### config.mk
export PLATFORM = sky130hd
export DESIGN_NAME = ivtimer
export DESIGN_NICKNAME = d
export VERILOG_FILES = /design/src/rtl/ivt_pkg.sv /design/src/rtl/ivt_datapath.sv /design/src/rtl/ivt_control.sv /design/src/rtl/ivt_portb.sv /design/src/rtl/ivtimer.sv
export SDC_FILE = /design/constraint.sdc
export NUM_CORES = 1
export LEC_CHECK = 0
export CAP_MARGIN = 30
export CORE_MARGIN = 2
export CORE_UTILIZATION = 40
export CTS_CLUSTER_DIAMETER = 60
export DETAILED_ROUTE_END_ITERATION = 6
export GPL_ROUTABILITY_DRIVEN = 0
export PLACE_DENSITY = 0.66
export SYNTH_ARGS = -nofsm -noshare
export SYNTH_HDL_FRONTEND = slang
export SYNTH_SLANG_ARGS = --single-unit
### constraint.sdc
create_clock -name clk -period 4 [get_ports clk]
set_clock_uncertainty 0.15 [all_clocks]
set_input_delay 0.8 -clock clk [delete_from_list [all_inputs] [get_ports clk]]
set_output_delay 0.8 -clock clk [all_outputs]
set_load 0.01 [all_outputs]
### src/rtl/ivt_pkg.sv
package ivt_pkg;
  localparam int ADDR_W = 3;

  typedef enum logic [ADDR_W-1:0] {
    A_PDATA = 3'd0,
    A_PDIR  = 3'd1,
    A_CLO   = 3'd2,
    A_CHI   = 3'd3,
    A_LLO   = 3'd4,
    A_LHI   = 3'd5,
    A_CTRL  = 3'd6,
    A_NONE  = 3'd7
  } regAddr_e;

  typedef struct packed {
    logic       loadCnt;
    logic [1:0] latWr;
    logic       reloadEn;
  } strobe_t;
endpackage

### src/rtl/ivt_datapath.sv
module ivt_datapath
  import ivt_pkg::*;
#(
  parameter int DATA_W = 8
) (
  input  logic                clk,
  input  logic                rstN,
  input  strobe_t             stb,
  input  logic [DATA_W-1:0]   wrData,
  output logic [2*DATA_W-1:0] cnt,
  output logic [2*DATA_W-1:0] latch,
  output logic                cntZero
);
  localparam int CNT_W = 2 * DATA_W;

  for (genvar b = 0; b < 2; b++) begin : g_latByte
    always_ff @(posedge clk) begin
      if (!rstN) latch[b*DATA_W +: DATA_W] <= '0;
      else if (stb.latWr[b]) latch[b*DATA_W +: DATA_W] <= wrData;
    end
  end

  assign cntZero = (cnt == '0);

  always_ff @(posedge clk) begin
    if (!rstN)                        cnt <= '0;
    else if (stb.loadCnt)             cnt <= {wrData, latch[DATA_W-1:0]};
    else if (cntZero && stb.reloadEn) cnt <= latch;
    else                              cnt <= cnt - CNT_W'(1);
  end
endmodule

### src/rtl/ivt_control.sv
module ivt_control
  import ivt_pkg::*;
#(
  parameter int DATA_W = 8
) (
  input  logic              clk,
  input  logic              rstN,
  input  logic              wrEn,
  input  logic              rdEn,
  input  logic [ADDR_W-1:0] addr,
  input  logic [DATA_W-1:0] wrData,
  input  logic              cntZero,
  output strobe_t           stb,
  output logic              irq,
  output logic              freeRun,
  output logic              pb7En,
  output logic              pb7Bit,
  output logic [DATA_W-1:0] pbData,
  output logic [DATA_W-1:0] pbDir
);
  localparam int EN_BIT = DATA_W - 1;
  localparam int FR_BIT = DATA_W - 2;

  logic wrHi, wrLoAny, wrLatHi, rdLo, timeout, fire, armed, clrIrq;

  assign wrHi    = wrEn && (addr == A_CHI);
  assign wrLoAny = wrEn && ((addr == A_CLO) || (addr == A_LLO));
  assign wrLatHi = wrEn && (addr == A_LHI);
  assign rdLo    = rdEn && (addr == A_CLO);

  assign stb.loadCnt  = wrHi;
  assign stb.latWr    = {wrHi || wrLatHi, wrLoAny};
  assign stb.reloadEn = freeRun;

  assign timeout = cntZero && !wrHi;
  assign fire    = timeout && (freeRun || armed);
  assign clrIrq  = wrHi || wrLatHi || rdLo;

  always_ff @(posedge clk) begin
    if (!rstN) begin
      freeRun <= 1'b0;
      pb7En   <= 1'b0;
      pbData  <= '0;
      pbDir   <= '0;
    end else if (wrEn) begin
      if (addr == A_CTRL) begin
        freeRun <= wrData[FR_BIT];
        pb7En   <= wrData[EN_BIT];
      end
      if (addr == A_PDATA) pbData <= wrData;
      if (addr == A_PDIR)  pbDir  <= wrData;
    end
  end

  always_ff @(posedge clk) begin
    if (!rstN)                    armed <= 1'b0;
    else if (wrHi)                armed <= 1'b1;
    else if (timeout && !freeRun) armed <= 1'b0;
  end

  always_ff @(posedge clk) begin
    if (!rstN)       irq <= 1'b0;
    else if (fire)   irq <= 1'b1;
    else if (clrIrq) irq <= 1'b0;
  end

  always_ff @(posedge clk) begin
    if (!rstN)                   pb7Bit <= 1'b0;
    else if (wrHi)               pb7Bit <= 1'b0;
    else if (timeout && freeRun) pb7Bit <= ~pb7Bit;
    else if (fire)               pb7Bit <= 1'b1;
  end
endmodule

### src/rtl/ivt_portb.sv
module ivt_portb #(
  parameter int DATA_W = 8
) (
  input  logic [DATA_W-1:0] pbData,
  input  logic [DATA_W-1:0] pbDir,
  input  logic              pb7En,
  input  logic              pb7Bit,
  input  logic [DATA_W-1:0] pbIn,
  output logic [DATA_W-1:0] pbOut,
  output logic [DATA_W-1:0] pbOe,
  output logic [DATA_W-1:0] pbRead
);
  localparam int TOP = DATA_W - 1;

  always_comb begin
    pbOut = pbData;
    pbOe  = pbDir;
    if (pb7En) begin
      pbOut[TOP] = pb7Bit;
      pbOe[TOP]  = 1'b1;
    end
  end

  for (genvar i = 0; i < DATA_W; i++) begin : g_pin
    assign pbRead[i] = pbOe[i] ? pbOut[i] : pbIn[i];
  end
endmodule

### src/rtl/ivtimer.sv
module ivtimer
  import ivt_pkg::*;
#(
  parameter int DATA_W = 8
) (
  input  logic              clk,
  input  logic              rstN,
  input  logic              wrEn,
  input  logic              rdEn,
  input  logic [2:0]        addr,
  input  logic [DATA_W-1:0] wrData,
  output logic [DATA_W-1:0] rdData,
  output logic              irq,
  input  logic [DATA_W-1:0] pbIn,
  output logic [DATA_W-1:0] pbOut,
  output logic [DATA_W-1:0] pbOe
);
  localparam int CNT_W = 2 * DATA_W;

  strobe_t           stb;
  logic [CNT_W-1:0]  cnt, latch;
  logic              cntZero, freeRun, pb7En, pb7Bit;
  logic [DATA_W-1:0] pbData, pbDir, pbRead;

  ivt_control #(.DATA_W(DATA_W)) i_ctrl (
    .clk(clk), .rstN(rstN), .wrEn(wrEn), .rdEn(rdEn), .addr(addr),
    .wrData(wrData), .cntZero(cntZero), .stb(stb), .irq(irq),
    .freeRun(freeRun), .pb7En(pb7En), .pb7Bit(pb7Bit),
    .pbData(pbData), .pbDir(pbDir)
  );

  ivt_datapath #(.DATA_W(DATA_W)) i_dp (
    .clk(clk), .rstN(rstN), .stb(stb), .wrData(wrData),
    .cnt(cnt), .latch(latch), .cntZero(cntZero)
  );

  ivt_portb #(.DATA_W(DATA_W)) i_pb (
    .pbData(pbData), .pbDir(pbDir), .pb7En(pb7En), .pb7Bit(pb7Bit),
    .pbIn(pbIn), .pbOut(pbOut), .pbOe(pbOe), .pbRead(pbRead)
  );

  always_comb begin
    rdData = '0;
    case (addr)
      A_PDATA: rdData = pbRead;
      A_PDIR:  rdData = pbDir;
      A_CLO:   rdData = cnt[DATA_W-1:0];
      A_CHI:   rdData = cnt[CNT_W-1:DATA_W];
      A_LLO:   rdData = latch[DATA_W-1:0];
      A_LHI:   rdData = latch[CNT_W-1:DATA_W];
      A_CTRL:  rdData[DATA_W-1 -: 2] = {pb7En, freeRun};
      default: rdData = '0;
    endcase
  end
endmodule

Word level (Yosys, flattened, before mapping)
Cells that the tools add are included.
{ "word_totals": {"word_cells": 63, "in_bits": 23, "regBits": 53, "out_inout_bits": 25} }
{ "classes": {"n_addsub": 1, "eq_ne": 6, "mux": 20, "bitwise": 2, "reduce_logical": 24} }
{ "op_table": {"columns": ["operator", "n"], "rows": [
  ["$pmux W6 S6", 1],
  ["$mux W16", 2],
  ["$logic_not A16 Y1", 1],
  ["$mux W1", 16],
  ["$sub A16 B1 Y16 const B", 1],
  ["$pmux W2 S7", 1],
  ["$eq A3 B3 Y1 const B", 3],
  ["$logic_and A1 B1 Y1", 9],
  ["$eq A3 B2 Y1 const B", 2],
  ["$reduce_and A2 Y1", 3],
  ["$reduce_bool A2 Y1", 3],
  ["$logic_or A1 B1 Y1", 4],
  ["$eq A3 B1 Y1 const B", 1],
  ["$logic_not A3 Y1", 1],
  ["$logic_not A1 Y1", 2],
  ["$not A1 Y1", 2],
  ["$reduce_or A2 Y1", 1]
]} }

Longest topological paths before layout
Gate-level depths: netlist of run 1.
{ "depth": {"depth_word": 7, "ltp_mapped": 7} }

Cells and area by module
Synthesis of run 1 repeated with hierarchy kept, for this count alone.
{ "hier_totals": {"cells_unflattened": 344, "hier_area_um2": 3205.6} }
{ "by_module_without_submodules": {"columns": ["mod", "cells_per_inst", "area_per_inst_um2", "instances"], "rows": [
  ["ivt_datapath", 167, 1565.3, 1],
  ["ivt_control", 97, 947.2, 1],
  ["ivtimer", 53, 449.2, 1],
  ["ivt_portb", 27, 244.0, 1]
]} }

Worst setup path before layout of run 1
Ideal clock, no wire load.
{ "synth_path": {"kind": "input-to-output", "start": "input port addr[1]", "end": "output port rdData[7]", "n_path_buf": 2, "setup_slack_ps": 1087, "arrival_ps": 1963, "required_ps": 3050, "cell_stages": 4, "cell_sequence": "buf_2 > buf_1 > mux2_2 > o311a_1"} }
{ "synth_via": {"elab_chain_cells": 2} }
{ "synth_rtl": {"columns": ["item", "line", "rtl"], "rows": [
  ["start: declaration", "ivtimer.sv:10", "input logic [2:0] addr,"],
  ["$eq A3 B3 Y1 (tied with other cells)", "ivtimer.sv:44", "case (addr)"],
  ["$pmux W2 S7 *", "ivtimer.sv:44", null],
  ["end: declaration", "ivtimer.sv:12", "output logic [DATA_W-1:0] rdData,"]
]} }
Mark *: on every way between the ends. The rest lies on a longest branch, timed or not.

Worst setup path in the final report of run 1
{ "layout_path": {"start": "input port addr[1]", "end": "output port rdData[3]"} }
{ "layout_via": {"elab_chain_cells": 2} }
{ "layout_rtl": {"columns": ["item", "line"], "rows": [
  ["$eq A3 B3 Y1 (tied with other cells)", "ivtimer.sv:44"],
  ["$pmux W6 S6 *", "ivtimer.sv:44"]
]} }
Marked as above.

==> summary by stage, run 1 <==
Power and ir drop
The portion of total power attributed to combinational logic is 0.289. The reported leakage power is ~1.3 nW. Of the total power, the share spent switching nets is 0.351.

The highest ir drop seen on vdd is 0.160 mV. The power per cell area is ~390 nW/µm². The clock network fraction of design power is 0.233. The share of total power dissipated in sequential elements is 0.478. The total net switching power is roughly 490 µW. Cell internal power was estimated by the tool at around 900 µW.

Placed design
The post-detailed-placement cell area is about 3500 µm². The wire-length estimate of the detail-placed layout is 5.74 mm. The placed instance count is between 400 and 500. The number of buffers added on ports is 47.

Timing
The count of final hold-check violations was 0. The count of final setup violators is 0. The headroom to the max-slew limit is 0.451. The worst hold slack is 0.318 ns. The summed negative setup slack over all endpoints is 0 ns. The smallest clock period supported by the final layout is computed as ~3.9 ns. The final cycle utilization of the critical path is 0.966. The actual slew at the worst max-slew pin is slightly above 0.8 ns. The final-report max-slew violation count is 0. Setup repair after global routing left no endpoint under its margin. The timing-limited maximum frequency is about 0.26 GHz.

Synth
The main flop type after synthesis is sky130_fd_sc_hd__dfxtp_1. Of the total synthesized cell area, the portion taken by XOR and XNOR cells is 0.0352. After synthesis, the largest family of logic cells by area is simple AND/OR/NAND/NOR gates. The cell area after synthesis is slightly below 3000 µm². Counting distinct cell types in the post-synthesis netlist gives between 50 and 60.

In the synthesized netlist, the number of instances is approximately 350. The adder and majority gate portion of the synthesized area is 0.00419. After synthesis the netlist holds a flip-flop and latch count of 53. The mean instance size in the synthesized netlist is between 8 and 9 µm². The post-synthesis compound-gate area fraction was 0.184. The number of warnings reported in the yosys synthesis log is 0. Of the synthesized area, sequential elements account for 0.356. The number of nets handed over by synthesis was roughly 380. After synthesis, the share of flip-flops with an asynchronous set or reset is 0. The proportion of synthesized area in mux cells is 0.122. Yosys mapped a number of flops with a built-in enable equal to 0. Of the total synthesized cell area, the portion taken by AND, OR, NAND and NOR gates is 0.223.

Critical path
The type of element capturing the critical path is an output port. The setup check on the worst reg-to-reg path leaves a slack of about 1.7 ns. The worst setup path is launched from an input pin. For the worst setup path, the data arrival time is between 2 and 3 ns. STA puts the critical path data required time at between 3 and 4 ns. Of all nets on the critical path, the largest fanout is 30. The worst setup path is of the in -> out kind.

Floorplanning
The core region is 7250 µm². After floorplanning, the core was divided into 31 placement rows. The effective utilization at floorplan is 0.411. The number of ports placed on the die boundary is between 40 and 50.

The overall die width is 90.4 µm. The die outline height is 90.4 µm. The die covers between 8000 and 9000 µm².

GRT
For this run the aggregate overflow at the end of global routing stands at 0. The wire length of the first global-routing pass is approximately 14 mm. The number of antenna violations at the first check in global routing was 0.

The via count of the first global-routing pass is 2500. In the global route stage, overall resource usage came out at 0.205. The largest net degree at the start of global routing is between 40 and 50.

Drt
In the final routed layout, each cell accounts on average for ~17 µm. For this block, the via count after detailed routing is roughly 2700. The pre-antenna-repair detailed-routing pass consisted of 4 iterations. The starting DRC count in detailed routing is 213. The final routed DRC violation total is 0.

The final wirelength is about 8.4 mm. The count of nets left with antenna violations after detail routing is 0. Dividing the detail-routed via count by the number of cells gives ~5.7.

Clock network
The number of sinks handled by clock tree synthesis is 53. The number of buffers created by CTS is 5. The clock tree synthesis step divided the H-tree into 2 levels.

The later pin in the worst-skew pair is clocked with a latency of 0.31 ns. The maximum clock path buffer count is 2. Once the clock tree was built, the resizer swapped 0 gates to a different size.

The number of post-CTS setup repair buffers is 0. The number of hold-repair buffers added at the cts stage is 0. The clock tree from TritonCTS is yes. The cell chosen for the clock root is sky130_fd_sc_hd__clkbuf_8. The clock transition at the register clock pins on the worst setup and hold paths after CTS is around 0.10 ns.

Flow run
The tool flagged a number of max-cap violations equal to 0.

Layout
Summing all non-filler instances in the final layout gives an area of approximately 3600 µm². Of the cells placed in the final design, the portion with a size suffix greater than 1 is 0.0997. The number of cells in the finished layout apart from fillers is 480. The signed area change from the synthesized netlist to the final layout is 19.5%. For this run, the share of the core covered by cells in the final layout is 0.491. In the final design database the tool counted between 400 and 500 nets. Counting the fill cells in the layout gives just over 700.

The repair_antennas step left the layout with diodes totalling 0.

Run status
The run finished with clean final reports.

Hold path
The worst hold path belongs to the class reg -> reg.
==> layout by cell type (no fill, tap or decap), types with 3 or more instances in the layout <==
cell type                         synthesis  routed
sky130_fd_sc_hd__nor2_1                  28      28
sky130_fd_sc_hd__nand4b_1                 3       3
sky130_fd_sc_hd__a21oi_1                 32      32
sky130_fd_sc_hd__o221ai_1                 6       6
sky130_fd_sc_hd__o31ai_1                  3       3
sky130_fd_sc_hd__mux2_2                   7       7
sky130_fd_sc_hd__xnor2_1                  3       3
sky130_fd_sc_hd__clkbuf_8                 0       5
sky130_fd_sc_hd__a211oi_1                 9       9
sky130_fd_sc_hd__xor2_1                   9       9
sky130_fd_sc_hd__o22ai_1                  3       3
sky130_fd_sc_hd__mux2i_1                 24      24
sky130_fd_sc_hd__a2111oi_0                3       3
sky130_fd_sc_hd__buf_4                   14       8
sky130_fd_sc_hd__o21a_1                   3       3
sky130_fd_sc_hd__dfxtp_1                 53      53
sky130_fd_sc_hd__nor2b_1                  5       5
sky130_fd_sc_hd__or3b_2                   3       3
sky130_fd_sc_hd__nor4_1                   3       3
sky130_fd_sc_hd__nand2_1                 51      51
sky130_fd_sc_hd__nand3_1                 15      15
sky130_fd_sc_hd__clkdlybuf4s50_1          0      47
sky130_fd_sc_hd__a221oi_1                 3       3
sky130_fd_sc_hd__o21ai_0                 11      11
sky130_fd_sc_hd__nand2b_1                 3       3
==> critical path: stages <==
cell                              delay, ns
sky130_fd_sc_hd__clkdlybuf4s50_1       0.45
sky130_fd_sc_hd__buf_12                0.19
sky130_fd_sc_hd__or3b_2                0.44
sky130_fd_sc_hd__a21oi_1               0.21
sky130_fd_sc_hd__a211oi_1              0.08
sky130_fd_sc_hd__o22ai_1               0.17
sky130_fd_sc_hd__clkdlybuf4s50_1       0.56
==> metrics by stage <==
stage	setup WS, ns	power (mW)
2_1_floorplan	1.09	0.954
3_3_place_gp	0.207	1.06
3_5_place_dp	0.178	1.07
4_1_cts	0.155	1.39
5_1_grt	0.0780	1.46
6_report	0.138	1.39
==> routing by layer <==
metal	GRT usage	vias up	routed length, µm
met3	0.0309	10	495
met2	0.316	85	3920
met1	0.294	1304	3840
met4	0.0705	0	110
met5	0	-	0
li1	-	1319	-
==> worst paths after layout <==
path | startpoint | end | cells after the start
worst max-delay path | addr[1] | rdData[3] | 7
worst min-delay path | i_ctrl.pbData[7] | i_ctrl.pbData[7] | 2
worst max register to register | i_dp.cnt[4] | i_dp.cnt[7] | 4
worst min register to register | i_ctrl.pbData[7] | i_ctrl.pbData[7] | 2
==> flip-flops by register name (all words and copies together), names as in the netlist <==
name	cells
i_dp.cnt	16
i_ctrl.armed	1
i_ctrl.pb7Bit	1
i_ctrl.irq	1
i_ctrl.pb7En	1
i_ctrl.pbDir	8
i_dp.latch	16
i_ctrl.pbData	8
i_ctrl.freeRun	1
==> cell families after synthesis <==
logic type / count (synthesis)
fa+ha+maj: 1
simple gates: 129
flops: 53
compound gates: 84
xor+xnor: 12
mux: 33
buf+inv: 41
==> Yosys cell counts, types with 5 or more instances <==
cell type / instances / area (µm²)
sky130_fd_sc_hd__nand2_1: 51 / 191
sky130_fd_sc_hd__o221ai_1: 6 / 52.6
sky130_fd_sc_hd__o21ai_0: 11 / 55.1
sky130_fd_sc_hd__nor2_1: 28 / 105
sky130_fd_sc_hd__xor2_1: 9 / 78.8
sky130_fd_sc_hd__mux2i_1: 24 / 240
sky130_fd_sc_hd__clkbuf_1: 18 / 67.6
sky130_fd_sc_hd__dfxtp_1: 53 / 1060
sky130_fd_sc_hd__nand3_1: 15 / 75.1
sky130_fd_sc_hd__nor2b_1: 5 / 31.3
sky130_fd_sc_hd__mux2_2: 7 / 78.8
sky130_fd_sc_hd__a211oi_1: 9 / 67.6
sky130_fd_sc_hd__buf_4: 14 / 105
sky130_fd_sc_hd__a21oi_1: 32 / 160
==> power groups by stage <==
stage          Clock (mW)  Sequential (mW)  Combinational [mW]
2_1_floorplan           0            0.646               0.307
3_3_place_gp            0            0.670               0.390
3_5_place_dp            0            0.671               0.395
4_1_cts             0.330            0.660               0.399
5_1_grt             0.351            0.670               0.439
6_report            0.323            0.662               0.401
==> layout make-up <==
class,instances,area [µm²],area share
Inverter,4,15.0,0.00421
Clock buffer,5,68.8,0.0193
Timing Repair Buffer,57,571,0.160
Multi-Input combinational cell,259,1700,0.477
Tap cell,99,124,0.0347
Sequential cell,53,1060,0.298
Clock inverter,3,26.3,0.00737
Note: power is estimated with default switching activity, not from simulation.
==> run 2, diff against run 1 <==
--- a/config.mk
+++ b/config.mk
@@ -11,6 +11,6 @@
 export CTS_CLUSTER_DIAMETER = 60
 export DETAILED_ROUTE_END_ITERATION = 6
-export GPL_ROUTABILITY_DRIVEN = 0
-export PLACE_DENSITY = 0.66
+export GPL_ROUTABILITY_DRIVEN = 1
+export PLACE_DENSITY = 0.68
 export SYNTH_ARGS = -nofsm -noshare
 export SYNTH_HDL_FRONTEND = slang
==> constraint.sdc (replaced) <==
create_clock -name clk -period 3.3 [get_ports clk]
set_clock_uncertainty 0.15 [all_clocks]
set_input_delay 0.66 -clock clk [delete_from_list [all_inputs] [get_ports clk]]
set_output_delay 0.66 -clock clk [all_outputs]
set_load 0.005 [all_outputs]
==> run 2 against run 1 <==
Clock power increased by 37%. Worst hold slack worse by 0.0028 ns. Cell count increased by 2.9%. Sequential power is 21% higher. First-iteration DRC count down 17%. Utilization increased by 2.1 points. Non-clock buffer count up 15. Global-route usage is 0.81 points higher. Clock-buffer cell count did not move. Final area up 4.3%. Critical path type unchanged. Critical endpoint unchanged. Largest cell class unchanged.
==> summary by stage, run 2 (synthesis results as in run 1) <==
Power and ir drop
The sequential fraction of design power is 0.461 (was 0.478). The highest ir drop seen on vdd is 0.239 mV (was 0.160 mV). The internal power summed over all cells was 1.16 mW (was 899 µW). The total net switching power is 581 µW (was 486 µW). The switching share of power came to 0.333 (was 0.351). The power per cell area is 469 nW/µm² (was 389 nW/µm²).

The portion of total power attributed to combinational logic came to 0.285 (was 0.289). The reported leakage power is 1.47 nW (was 1.32 nW). The clock network fraction of design power is 0.254 (was 0.233). The power consumption is 1.74 mW (was 1.39 mW).

Placed design
The post-detailed-placement cell area came to 3520 µm² (was 3470 µm²). The number of buffers added on ports came to 47 (unchanged). The final HPWL from detailed placement is 5.93 mm (was 5.74 mm). The weighted congestion at the end of routability-driven global placement is about 0.94.

The placed instance count is 481 (was 472).

GRT
The number of antenna violations at the first check in global routing is 0 (unchanged). The total global routing track utilization is 0.213 (was 0.205). The largest net degree at the start of global routing came to 42 (was 43).

The via count of the first global-routing pass is 2679 (was 2500). The global route total overflow came to 0 (unchanged). The met3 usage is 0.0267 (was 0.0309). The wire length of the first global-routing pass was 14.0 mm (was 13.5 mm).

The routing layer with the top usage in global route is met2 (unchanged). The met1 capacity usage during global routing is 0.294 (about the same). The global-route track usage on met2 is 0.349 (was 0.316).

Drt
The count of nets left with antenna violations after detail routing is 0 (unchanged). The routed length per instance is 17.5 µm (was 17.4 µm). The final routed DRC violation total is 0 (unchanged).

The final wirelength is 8.62 mm (was 8.37 mm). The routed via count divided by cell count came to 5.66 (about the same). The starting DRC count in detailed routing was 176 (was 213). The total number of vias came to 2795 (was 2718). The first-pass iteration count of the detailed router was 4 (unchanged).

Timing
RSZ-0062 raised after global routing: no (unchanged). The timing-limited maximum frequency is 0.308 GHz. The summed negative setup slack over all endpoints came to 0 ns (unchanged). The headroom to the max-slew limit was 0.348 (was 0.451). The count of final hold-check violations was 0 (unchanged). The actual slew at the worst max-slew pin is 0.969 ns (was 0.821 ns). Of the available clock period, the critical path in the final layout requires 0.984.

The worst path in the final design needs a cycle of 3.25 ns, including I/O delays and setup. The count of final setup violators is 0 (unchanged). The worst hold slack is 0.315 ns (was 0.318 ns). The final-report max-slew violation count is 0 (unchanged).

Layout
The most common cell after layout, fill and taps aside is sky130_fd_sc_hd__dfxtp_1 (unchanged). The fill cell total of the finished layout is 688 (was 713). The area of all placed cells without fillers came to 3720 µm² (was 3560 µm²). The antenna diode count is 0 (unchanged). The number of cells in the finished layout apart from fillers came to 494 (was 480). The signed area change from the synthesized netlist to the final layout was 24.6% (was 19.5%).

Most used cells in the layout excluding fill and tap cells: 53 x sky130_fd_sc_hd__dfxtp_1, 51 x sky130_fd_sc_hd__nand2_1, 39 x sky130_fd_sc_hd__clkdlybuf4s50_1, 29 x sky130_fd_sc_hd__a21oi_1, 28 x sky130_fd_sc_hd__nor2_1 (was 53 x sky130_fd_sc_hd__dfxtp_1, 51 x sky130_fd_sc_hd__nand2_1, 47 x sky130_fd_sc_hd__clkdlybuf4s50_1, 32 x sky130_fd_sc_hd__a21oi_1, 28 x sky130_fd_sc_hd__nor2_1). Largest registers: i_dp.cnt (16), i_dp.latch (16) (unchanged). The share of final-layout standard cells stronger than drive strength 1 was 0.149 (was 0.0997). The number of nets at the end of the flow came to 419 (was 404).

Clock network
The source-to-sink clock delay at the later pin of the worst-skew pair is 0.31 ns (about the same). The count of H-tree levels built during CTS is 2 (unchanged). The number of sinks handled by clock tree synthesis is 53 (unchanged). The clock transition at the register clock pins on the worst setup and hold paths after CTS came to 0.09 ns (was 0.10 ns).

The maximum clock path buffer count is 2 (unchanged). The number of hold-repair buffers added at the cts stage is 0 (unchanged). The number of buffers created by CTS is 5 (unchanged).

The clock tree from TritonCTS was yes (unchanged). The cell chosen for the clock root is sky130_fd_sc_hd__clkbuf_8 (unchanged).

Floorplanning
The total die area is 8170 µm² (unchanged). The overall die width was 90.4 µm (unchanged). The die outline height is 90.4 µm (unchanged). The effective utilization at floorplan is 0.411 (unchanged). The area of the placeable core is 7250 µm² (unchanged).

The number of ports placed on the die boundary is 48 (unchanged). The total number of placement rows is 31 (unchanged).

Hold path
The classification of the worst-slack hold path is reg -> reg (unchanged).

Run status
Result of the run: finished, final reports clean (unchanged).

Critical path
The critical path data arrival time is 2.44 ns (was 2.91 ns). The largest fanout of any net on the critical path was 6 (was 30). The type of element capturing the critical path is an output port (unchanged).

The required time reported for the critical path endpoint is 2.49 ns (was 3.05 ns). The element type at the critical path start is an input pin (unchanged). The critical path start-end classification was in -> out (unchanged).

Flow run
The number of max-cap violations was 0 (unchanged).
## run 2: worst paths after layout
path,startpoint,slack [ns],end,cells after the start
max,addr[1],0.05,rdData[3],8
min,i_ctrl.pbData[7],0.32,i_ctrl.pbData[7],2
max reg2reg,i_dp.cnt[4],0.89,i_dp.cnt[7],4
min reg2reg,i_ctrl.pbData[7],0.32,i_ctrl.pbData[7],2
## run 2: layout make-up
type	count	area, µm²	area share
inverters	4	15.0	0.00404
flip-flops and latches	53	1060	0.285
well taps	99	124	0.0333
clock inverters	2	35.0	0.00942
clock buffers	5	68.8	0.0185
multi-input cells	259	1720	0.464
repair buffers	72	691	0.186
## run 2: power groups by stage
stage	logic (mW)	clock network, mW	registers (mW)
after global placement	0.477	0	0.814
after CTS	0.490	0.448	0.801
after global routing	0.545	0.471	0.810
after detailed placement	0.485	0	0.815
final	0.498	0.443	0.804
after floorplan	0.367	0	0.783
## run 2: worst max-delay path, cell delays in order
cell and delay (ns):
sky130_fd_sc_hd__clkdlybuf4s50_1 0.41, sky130_fd_sc_hd__buf_6 0.14, sky130_fd_sc_hd__buf_4 0.15, sky130_fd_sc_hd__or3b_2 0.45, sky130_fd_sc_hd__a21oi_2 0.15, sky130_fd_sc_hd__a211oi_1 0.06, sky130_fd_sc_hd__o22ai_1 0.16, sky130_fd_sc_hd__dlygate4sd2_1 0.25
## run 2: layer usage
metal	routed length (µm)	part of all wire
met2	4150	0.48
met5	0	0
met4	89	0.010
met3	430	0.050
met1	3960	0.46
## run 2: per-stage QoR
step                      utilization  setup WS (ns)
after floorplan                     -          0.697
final                           0.513         0.0514
after detailed placement        0.486         -0.128
after global routing            0.513      0.0000353
after global placement          0.486         -0.118
after CTS                       0.505        0.00388
## run 2: repair_timing
| item | in CTS | in global routing |
|---|---|---|
| pin swaps | 0 | 2 |
| setup buffers | 2 | 4 |
| setup endpoints to repair | 7 | 7 |
| resized for setup | 11 | 13 |
| hold endpoints to repair | 0 | 0 |
==> run 3, diff against run 2 <==
Settings changed: CAP_MARGIN 30 to unset, GPL_TIMING_DRIVEN set to 0.
==> run 3 against run 2 <==
Setup slack better by 0.046 ns. Flip-flop and latch count stayed put. Die area stayed put. Sequential share of layout area is 0.33 points lower. Critical path depth stayed put. Final area is 1.2% higher.
==> summary by stage, run 3 (synthesis results as in run 1) <==
Critical path
The required time reported for the critical path endpoint came to 2.49 ns (about the same). The type of element capturing the critical path is an output port (unchanged). The critical path start-end classification is in -> out (unchanged). The critical path data arrival time is 2.39 ns (was 2.44 ns). The logic depth of the worst register-to-register path is 7 (was 4). The cell depth of the worst setup path was 8 (unchanged). The category of cells accounting for the largest share of critical-path delay was buffers and inverters (unchanged). Among the stages of the critical path, the cell type that occurs most often is sky130_fd_sc_hd__buf_6.

The launch point of the critical path is addr[1] (unchanged). The startpoint of the lowest-slack register-to-register path is i_dp.cnt[0] (was i_dp.cnt[4]). The buffering stage count on the worst path with inverters included is 4 (unchanged). The delay of the slowest cell on the worst path came to 0.50 ns (was 0.45 ns). The cell type of the slowest stage on the worst timing path is sky130_fd_sc_hd__clkdlybuf4s50_1 (was sky130_fd_sc_hd__or3b_2). The element type at the critical path start is an input pin (unchanged). The largest fanout of any net on the critical path was 10 (was 6). Cell chain of the critical path: dlygate4sd2_1, buf_6, buf_6, nor2b_1, nand2_1, o211ai_1, o311a_1, clkdlybuf4s50_1 (was clkdlybuf4s50_1, buf_6, buf_4, or3b_2, a21oi_2, a211oi_1, o22ai_1, dlygate4sd2_1).

Drt
The starting DRC count in detailed routing is 221 (was 176). The total number of vias is 2847 (was 2795). The count of nets left with antenna violations after detail routing is 0 (unchanged).

The final routed DRC violation total is 0 (unchanged). The routed length on met3 was 643 µm (was 430 µm). The detailed-routing wirelength on met1 came to 4.11 mm (was 3.96 mm).

The routed length per instance is 18.4 µm (was 17.5 µm). The first-pass iteration count of the detailed router was 5 (was 4). The total met2 wirelength after detailed routing is 4.42 mm (was 4.15 mm). The final wirelength is 9.31 mm (was 8.62 mm). The routed via count divided by cell count is 5.62 (was 5.66). The highest metal layer with signal wires is met4 (unchanged).

Clock network
The count of H-tree levels built during CTS is 2 (unchanged). The source-to-sink clock delay at the later pin of the worst-skew pair is 0.32 ns (was 0.31 ns). The maximum clock path buffer count was 2 (unchanged). The number of buffers created by CTS was 5 (unchanged).

The number of hold-repair buffers added at the cts stage is 0 (unchanged). The cell chosen for the clock root was sky130_fd_sc_hd__clkbuf_8 (unchanged). The clock tree from TritonCTS is yes (unchanged). The clock transition at the register clock pins on the worst setup and hold paths after CTS is 0.09 ns (about the same).

The number of sinks handled by clock tree synthesis is 53 (unchanged).

GRT
The total global routing track utilization is 0.231 (was 0.213). The number of antenna violations at the first check in global routing was 0 (unchanged). The wire length of the first global-routing pass is 14.7 mm (was 14.0 mm). The global route total overflow is 0 (unchanged).

The largest net degree at the start of global routing is 16 (was 42). The via count of the first global-routing pass was 2593 (was 2679).

Floorplanning
The effective utilization at floorplan is 0.411 (unchanged). The total die area is 8170 µm² (unchanged). The die outline height was 90.4 µm (unchanged). The overall die width came to 90.4 µm (unchanged). The number of ports placed on the die boundary is 48 (unchanged). The total number of placement rows is 31 (unchanged). The area of the placeable core is 7250 µm² (unchanged).

Flow run
The number of max-cap violations is 0 (unchanged).

Hold path
The classification of the worst-slack hold path is reg -> reg (unchanged). The origin of the worst min-delay path is i_ctrl.pbData[7] (unchanged). The cell depth of the worst min-delay path is 2 (unchanged).

Timing
The worst hold slack is 0.319 ns (was 0.315 ns). RSZ-0062 raised after global routing: no (unchanged). The final-report max-slew violation count was 0 (unchanged). The headroom to the max-slew limit is 0.258 (was 0.348). The final cycle utilization of the critical path is 0.971 (was 0.984). The count of final hold-check violations is 0 (unchanged). The timing-limited maximum frequency is 0.312 GHz (was 0.308 GHz).

The count of final setup violators is 0 (unchanged). The post-layout minimum cycle time was 3.20 ns (was 3.25 ns). The actual slew at the worst max-slew pin is 1.10 ns (was 0.969 ns).

Power and ir drop
The portion of total power attributed to combinational logic came to 0.295 (was 0.285). The sequential fraction of design power is 0.443 (was 0.461). The total net switching power is 596 µW (was 581 µW). The power per cell area is 477 nW/µm² (was 469 nW/µm²). The switching share of power is 0.332 (was 0.333). The internal power summed over all cells is 1.20 mW (was 1.16 mW). The clock network fraction of design power is 0.262 (was 0.254).

The reported leakage power is 1.45 nW (was 1.47 nW). The highest ir drop seen on vdd is 0.231 mV (was 0.239 mV).

Placed design
The weighted congestion at the end of routability-driven global placement is 0.940 (was 0.936). The final HPWL from detailed placement is 6.50 mm (was 5.93 mm). The post-detailed-placement cell area was 3560 µm² (was 3520 µm²). The number of buffers added on ports is 45 (was 47).

Layout
The share of final-layout standard cells stronger than drive strength 1 was 0.150 (was 0.149). The area of all placed cells without fillers was 3760 µm² (was 3720 µm²). The signed area change from the synthesized netlist to the final layout is 26.1% (was 24.6%). The number of nets at the end of the flow came to 431 (was 419). The most common cell after layout, fill and taps aside is sky130_fd_sc_hd__dfxtp_1 (unchanged).

The antenna diode count is 0 (unchanged). Largest registers: i_dp.cnt (16), i_dp.latch (16) (unchanged). Most used cells in the layout excluding fill and tap cells: 53 x sky130_fd_sc_hd__dfxtp_1, 51 x sky130_fd_sc_hd__nand2_1, 38 x sky130_fd_sc_hd__clkdlybuf4s50_1, 29 x sky130_fd_sc_hd__a21oi_1, 27 x sky130_fd_sc_hd__nor2_1 (was 53 x sky130_fd_sc_hd__dfxtp_1, 51 x sky130_fd_sc_hd__nand2_1, 39 x sky130_fd_sc_hd__clkdlybuf4s50_1, 29 x sky130_fd_sc_hd__a21oi_1, 28 x sky130_fd_sc_hd__nor2_1). The fill cell total of the finished layout is 697 (was 688).

Run status
Result of the run: finished, final reports clean (unchanged).
## run 3: worst register-to-register path, cell delays in order, from the launching register on
cell and delay [ns]:
sky130_fd_sc_hd__dfxtp_1 0.44, sky130_fd_sc_hd__inv_1 0.07, sky130_fd_sc_hd__ha_1 0.24, sky130_fd_sc_hd__and4bb_2 0.26
sky130_fd_sc_hd__nand4_4 0.16, sky130_fd_sc_hd__clkbuf_1 0.42, sky130_fd_sc_hd__a21oi_1 0.17, sky130_fd_sc_hd__a211oi_1 0.23
## run 3: area by class of cell
cell class              instances  area [µm²]  share of cell area
well taps                      99         124              0.0329
flip-flops and latches         53        1060               0.282
inverters                       4        16.3             0.00432
plain buffers                  37         253              0.0672
repair buffers                 47         454               0.121
clock inverters                 1        30.0             0.00798
clock buffers                   7        86.3              0.0229
multi-input cells             259        1740               0.462
## run 3: per-stage QoR
stage	setup slack [ns]	setup TNS [ns]	power, mW	utilization	instances
floorplan	0.697	0	1.15	-	353
global route	0.00697	0	1.88	0.519	507
CTS	0.0970	0	1.79	0.518	507
global placement	-0.808	-5.87	1.31	0.491	497
detailed placement	-0.807	-5.80	1.32	0.491	497
finish	0.0972	0	1.79	0.519	507
## run 3: repair_timing
action / 4_1_cts / 5_1_grt
gates resized for setup: 36 / 0
setup endpoints to repair: 8 / 0
buffers inserted: 1 / 0
## run 3: final timing paths
| path | to | slack, ns |
|---|---|---|
| worst max-delay path | rdData[7] | 0.1 |
| worst min register to register | i_ctrl.pbData[7] | 0.32 |
| worst min-delay path | i_ctrl.pbData[7] | 0.32 |
| worst max register to register | i_dp.cnt[6] | 1.06 |
## run 3: routing by layer
metal / vias up / track usage
met4: 0 / 0.0628
met2: 103 / 0.373
met5: - / 0
li1: 1368 / -
met3: 11 / 0.0284
met1: 1365 / 0.327
## run 3: power by group through the flow
stage                     Combinational (mW)  Sequential [mW]  Clock, mW
final                                  0.529            0.794      0.471
after global placement                 0.503            0.806          0
after global routing                   0.576            0.805      0.504
after floorplan                        0.367            0.783          0
after detailed placement               0.508            0.808          0
after CTS                              0.521            0.793      0.474
